--- src/rtl/mdf_pkg.sv ---
package mdf_pkg;
    localparam int NUM_STATIONS = 2;

    typedef enum logic [1:0] {
        MD_PLAIN0  = 2'b00,
        MD_NONAUTO = 2'b01,
        MD_PLAIN1  = 2'b10,
        MD_AUTO    = 2'b11
    } mdf_mode_e;

    typedef enum logic [1:0] {
        ST_HUNT  = 2'd0,
        ST_ACC_A = 2'd1,
        ST_ACC_B = 2'd2
    } mdf_state_e;
endpackage

--- src/rtl/mdf_addr_cmp.sv ---
module mdf_addr_cmp #(
    parameter int CHAR_W = 8
) (
    input  logic [CHAR_W-1:0] char_i,
    input  logic [CHAR_W-1:0] station_i,
    input  logic              seven_bit_i,
    output logic              hit_o
);
    localparam int LOW_W = CHAR_W - 1;

    logic low_eq;
    logic top_eq;

    always_comb begin
        low_eq = (char_i[LOW_W-1:0] == station_i[LOW_W-1:0]);
        top_eq = (char_i[CHAR_W-1] == station_i[CHAR_W-1]);
        hit_o  = low_eq && (seven_bit_i || top_eq);
    end
endmodule

--- src/rtl/mdf_frame_fsm.sv ---
module mdf_frame_fsm
    import mdf_pkg::*;
#(
    parameter int CHAR_W = 8
) (
    input  logic              clk,
    input  logic              rst_n,
    input  mdf_mode_e         mode_i,
    input  logic              valid_i,
    input  logic              is_addr_i,
    input  logic [CHAR_W-1:0] char_i,
    input  logic              hit_a_i,
    input  logic              hit_b_i,
    output logic              store_o,
    output logic              new_buf_o,
    output logic              match_id_o,
    output logic [CHAR_W-1:0] data_o
);
    mdf_state_e state_q, state_d;
    logic auto_mode;
    logic store_d, new_buf_d, match_d;
    logic [CHAR_W-1:0] data_d;

    assign auto_mode = (mode_i == MD_AUTO);

    // next-state decode
    always_comb begin
        state_d = state_q;
        if (!auto_mode) begin
            state_d = ST_HUNT;                      // leave_auto
        end else if (valid_i && is_addr_i) begin
            if (hit_a_i)      state_d = ST_ACC_A;   // hit_a
            else if (hit_b_i) state_d = ST_ACC_B;   // hit_b
            else              state_d = ST_HUNT;    // miss
        end
    end

    // state register
    always_ff @(posedge clk) begin
        if (!rst_n) state_q <= ST_HUNT;
        else        state_q <= state_d;
    end

    // output decode
    always_comb begin
        store_d   = 1'b0;
        new_buf_d = 1'b0;
        match_d   = 1'b0;
        if (valid_i) begin
            unique case (mode_i)
                MD_AUTO: begin
                    if (is_addr_i) begin
                        if (hit_a_i) begin
                            store_d   = 1'b1;
                            new_buf_d = 1'b1;
                        end else if (hit_b_i) begin
                            store_d   = 1'b1;
                            new_buf_d = 1'b1;
                            match_d   = 1'b1;
                        end
                    end else begin
                        unique case (state_q)
                            ST_ACC_A: store_d = 1'b1;
                            ST_ACC_B: begin
                                store_d = 1'b1;
                                match_d = 1'b1;
                            end
                            default:  store_d = 1'b0;
                        endcase
                    end
                end
                MD_NONAUTO: begin
                    store_d   = 1'b1;
                    new_buf_d = is_addr_i;
                end
                MD_PLAIN0, MD_PLAIN1: store_d = 1'b1;
                default: store_d = 1'b0;
            endcase
        end
        data_d = store_d ? char_i : '0;
    end

    // output register
    always_ff @(posedge clk) begin
        if (!rst_n) begin
            store_o    <= 1'b0;
            new_buf_o  <= 1'b0;
            match_id_o <= 1'b0;
            data_o     <= '0;
        end else begin
            store_o    <= store_d;
            new_buf_o  <= new_buf_d;
            match_id_o <= match_d;
            data_o     <= data_d;
        end
    end

    a_r9_store_needs_strobe: assert property (@(posedge clk) disable iff (!rst_n)
        store_o |-> $past(valid_i));

    a_r2_plain_passes_all: assert property (@(posedge clk) disable iff (!rst_n)
        $past(valid_i && !mode_i[0]) |-> (store_o && !new_buf_o && !match_id_o));

    a_r3_nonauto_newbuf_flag: assert property (@(posedge clk) disable iff (!rst_n)
        $past(valid_i && mode_i == MD_NONAUTO) |-> (store_o && new_buf_o == $past(is_addr_i)));

    a_r7_hunt_drops_payload: assert property (@(posedge clk) disable iff (!rst_n)
        $past(valid_i && auto_mode && !is_addr_i && state_q == ST_HUNT) |-> !store_o);

    a_r6_station_a_priority: assert property (@(posedge clk) disable iff (!rst_n)
        $past(valid_i && auto_mode && is_addr_i && hit_a_i) |-> (store_o && new_buf_o && !match_id_o));

    a_r10_leave_auto_closes: assert property (@(posedge clk) disable iff (!rst_n)
        $past(!auto_mode) |-> (state_q == ST_HUNT));
endmodule

--- src/rtl/mdrop_addr_filter.sv ---
module mdrop_addr_filter
    import mdf_pkg::*;
#(
    parameter int CHAR_W = 8
) (
    input  logic              clk,
    input  logic              rst_n,
    input  logic [1:0]        mode_i,
    input  logic              seven_bit_i,
    input  logic [CHAR_W-1:0] station_a_i,
    input  logic [CHAR_W-1:0] station_b_i,
    input  logic              rx_valid_i,
    input  logic [CHAR_W:0]   rx_char_i,
    output logic              store_o,
    output logic              new_buf_o,
    output logic              match_id_o,
    output logic [CHAR_W-1:0] data_o
);
    logic [NUM_STATIONS-1:0][CHAR_W-1:0] stations;
    logic [NUM_STATIONS-1:0]             hits;

    assign stations = {station_b_i, station_a_i};

    for (genvar g = 0; g < NUM_STATIONS; g++) begin : g_cmp
        mdf_addr_cmp #(.CHAR_W(CHAR_W)) cmp_i (
            .char_i      (rx_char_i[CHAR_W-1:0]),
            .station_i   (stations[g]),
            .seven_bit_i (seven_bit_i),
            .hit_o       (hits[g])
        );
    end

    mdf_frame_fsm #(.CHAR_W(CHAR_W)) fsm_i (
        .clk        (clk),
        .rst_n      (rst_n),
        .mode_i     (mdf_mode_e'(mode_i)),
        .valid_i    (rx_valid_i),
        .is_addr_i  (rx_char_i[CHAR_W]),
        .char_i     (rx_char_i[CHAR_W-1:0]),
        .hit_a_i    (hits[0]),
        .hit_b_i    (hits[1]),
        .store_o    (store_o),
        .new_buf_o  (new_buf_o),
        .match_id_o (match_id_o),
        .data_o     (data_o)
    );
endmodule

--- config.mk ---
export PLATFORM = sky130hd
export DESIGN_NAME = mdrop_addr_filter
export DESIGN_NICKNAME = d
export VERILOG_FILES = /design/src/rtl/mdf_pkg.sv /design/src/rtl/mdf_addr_cmp.sv /design/src/rtl/mdf_frame_fsm.sv /design/src/rtl/mdrop_addr_filter.sv
export SDC_FILE = /design/constraint.sdc
export NUM_CORES = 1
export LEC_CHECK = 0
export CORE_UTILIZATION = 38
export CTS_BUF_LIST = sky130_fd_sc_hd__clkbuf_8
export CTS_CLUSTER_DIAMETER = 50
export CTS_CLUSTER_SIZE = 24
export DETAILED_ROUTE_END_ITERATION = 16
export GPL_ROUTABILITY_DRIVEN = 0
export PLACE_DENSITY = 0.93
export SLEW_MARGIN = 20
export SYNTH_ARGS = -nofsm -noshare
export SYNTH_HDL_FRONTEND = slang
export SYNTH_SLANG_ARGS = --single-unit
--- constraint.sdc ---
create_clock -name clk -period 2.3 [get_ports clk]
set_clock_uncertainty 0.2 [all_clocks]
set_input_delay 0.46 -clock clk [delete_from_list [all_inputs] [get_ports clk]]
set_output_delay 0.46 -clock clk [all_outputs]
set_load 0.005 [all_outputs]
==> summary.md <==
The run finished with clean final reports. At the later pin of the worst-skew pair, clock insertion delay measures 240 ps. Summed over all layers, the global routing overflow is 0.

The synthesis-to-layout area growth is 72.3%, and the maximum clock frequency is 484 MHz. The count of endpoints failing setup in the final report came out at 0. The worst hold path terminates at fsm_i.state_q[0].

Yosys printed 0 warnings. The analysis attributes to cell leakage a power of 0.000459 uW. The count of cells along the worst register-to-register path works out to 7.

Sort of element at the start of the critical path: an input port. The synthesized design contains 13 register bits. Power spread over the standard cell area amounts to 475 mW/mm^2. The cell count after synthesis came out at 69.

The unique cell type count in the Yosys netlist came out at 24. The top cell types in the final layout, fill and taps aside, are 41 x clkdlybuf4s50_1, 16 x xor2_1, 13 x dfxtp_1. The tools report the cell total after placement as 138.

The dominant cell type by area after synthesis was dfxtp_1. Leaving out fill and tap cells, the most frequent cell in the layout is clkdlybuf4s50_1. Placeable core area: 0.00173 sq mm. The count of port buffers added during placement was 41; the die footprint was 0.00203 sq mm. The via count of the first global-routing pass is 692, and the post-synthesis net count is 101. Storage element area: 260 sq um. The startpoint identified for the worst hold timing path is fsm_i.state_q[0]. The tools report the number of nets in the layout as 150. The startpoint identified for the worst register-to-register timing path is fsm_i.state_q[0].

The number of gates resized after CTS was 0. The endpoint of the worst-slack reg-to-reg timing path was fsm_i.data_o[3]. The longest clock path from root to sink contains 2 buffers. The routed design has 1.94 mm of wire. The largest single stage delay on the critical path is 480 ps.

For the number of cell rows, the log shows 15. Data on the critical path is required at its endpoint by 2220 ps. Number of endpoints with negative hold slack in the final report: 0.

The tools report the cell at the root of the clock tree as clkbuf_8. The routed wire length per instance works out to 13.7 microns. The initial standard-cell utilization of the core is 40.8%.

The number of antenna diodes in the final layout is 0. Excluding fillers, the count of instances in the completed layout stands at 142. The mean instance size in the synthesized netlist came out at 10.2 sq um. In this run the tightest slew margin relative to its limit is 73.1%. The mean number of vias per cell is 5.10. TritonCTS built the clock tree. Summing all multi-input logic gate instances after layout gives 437 sq um.

After routing the design area is 0.00121 sq mm. Entering global routing, the biggest net connects 10 pins. For the fill cell instance count of the final layout, the log shows 132. In this run the cell area of the synthesized design comes to 704 sq um.

The number of hold buffers added after CTS is 0, and the via count is 724. The length of the first detailed-routing pass in iterations was 4; the reg2reg setup slack was 610 ps. The critical path goes through clkdlybuf4s50_1, xor2_1, a2111oi_4, and2_1, o21ai_0. Cell with the biggest individual delay on the critical path: a2111oi_4. Counting every sink on the clock net gives 13.

Across the VDD grid, the largest voltage drop is 0.237 mV. The number of levels the H-tree was split into came out at 1. Portion of synthesized cell area occupied by the leading cell type: 36.9%. The path class of the tightest hold or removal check is reg -> reg. The tools report the initial DRC count as 11. Sorting the synthesized cells by area gives the leading types as dfxtp_1 37%, xor2_1 20%, a21boi_1 7.5%.

The setup fix buffers added after clock tree synthesis was 0. Setup repair after global routing left no endpoint under its margin. The arrival time reported for the critical path endpoint is 1990 ps, and the share of the clock period used by the worst path after layout is 89.9%. At the pin with the least slew margin, the transition time is 404 ps. The run gives 2.85 mm as the global-route wire length before repair. The die boundary width came out at 45.1 microns. The gate family responsible for the most delay along the worst path is compound AO/OA/AOI/OAI gates. TritonCTS created 3 clock buffers.

The clock period minus final worst setup slack was 2070 ps; the proportion of layout cells with a drive suffix above 1 was 10.3%. The tools report the sort of element at the end of the critical path as a flip-flop. In this run the cell area measured after placement is 0.00117 sq mm. The tools report the proportion of synthesized chip area in sequential cells as 36.9%.

Clock-pin slew was measured on the worst setup and hold paths at 60 ps. The run gives 20.1% as the combined global-route utilization of all metal layers. The worst hold path passes through 2 cells.

The number of antenna violations at the first check in global routing was 0; the chip height was 45.1 microns. The number of max-slew violations in the final report was 0; the HPWL after detailed placement was 1.46 mm. The highest net fanout along the worst path was 3; the number of ports placed on the die boundary was 42.

Across the run, the number of max-cap violations was 0. The type of the setup path with the least slack was in -> reg. The count of nets left with antenna violations after detail routing is 0, and the critical path buffer and inverter count is 1. The DRC violation count after routing is 0.
-- cell usage after synthesis (all sizes together) --
master   number
dfxtp        13
o2bb2ai       1
a21boi        8
nor2          3
nor3          1
nand4         1
a211oi        2
o21ai         2
a41oi         1
and2          1
a2111oi       1
xor2         16
nand3         3
nor4          1
nand4b        2
a31oi         1
o211ai        1
ha            1
and3          3
nand2         5
inv           2
-- how the worst max path moves through the flow --
stage                            start          endpoint  depth (start not counted)
final                     rx_char_i[7]  fsm_i.state_q[1]                          5
after global routing      rx_char_i[7]  fsm_i.state_q[1]                          5
after CTS                 rx_char_i[7]  fsm_i.state_q[1]                          5
after detailed placement  rx_char_i[7]  fsm_i.state_q[1]                          5
after global placement    rx_char_i[7]  fsm_i.match_id_o                          5
after floorplan           rx_char_i[7]  fsm_i.match_id_o                          4
-- registers in the layout, summed over array words and instances, names as in the netlist --
signal and count:
fsm_i.data_o 8, fsm_i.state_q 2, fsm_i.match_id_o 1, fsm_i.new_buf_o 1
fsm_i.store_o 1
-- power breakdown --
part           internal, uW  switching (uW)
Combinational          84.2            60.1
Clock                   118            80.7
Sequential              232            1.39
-- final cells by class --
class / count / share of cell area [%]
clock buffers: 3 / 3.40
flip-flops and latches: 13 / 21.4
clock inverters: 1 / 0.309
well taps: 25 / 2.58
inverters: 2 / 0.619
repair buffers: 44 / 35.7
multi-input cells: 54 / 36.0
-- metrics by stage --
step / setup slack (ps) / setup TNS (ps) / hold slack (ps) / util (%) / power (uW)
detailed placement: -8.87 / -8.87 / 263 / 67.7 / 379
CTS: 231 / 0 / 275 / 70.3 / 576
floorplan: 648 / 0 / 239 / - / 292
global placement: 110 / 0 / 262 / 67.7 / 376
finish: 232 / 0 / 278 / 70.3 / 576
global route: 181 / 0 / 315 / 70.3 / 594
-- per-layer routing --
| metal | track usage (%) | vias up | share of wire (%) |
|---|---|---|---|
| met5 | 0 | - | 0 |
| met3 | 6.00 | 4 | 10 |
| li1 | - | 347 | - |
| met4 | 9.09 | 0 | 1.8 |
| met2 | 36.8 | 51 | 49 |
| met1 | 20.8 | 322 | 39 |
-- worst reg2reg max path, stage by stage (launching register included) --
cell and delay, ps:
dfxtp_1 330, inv_1 50, ha_1 280, o211ai_1 170, and3_1 190, a41oi_2 40
buf_4 180, a21boi_1 160
-- logic make-up after synthesis --
logic type	after synthesis	synth area share [%]
and+or+nand+nor	20	17.6
AOI/OAI and AO/OA	17	22.7
DFF	13	36.9
buffers and inverters	2	1.07
xor gates and xnor gates	16	19.9
adders and majority gates	1	1.78
(Power assumes the default switching activity.)
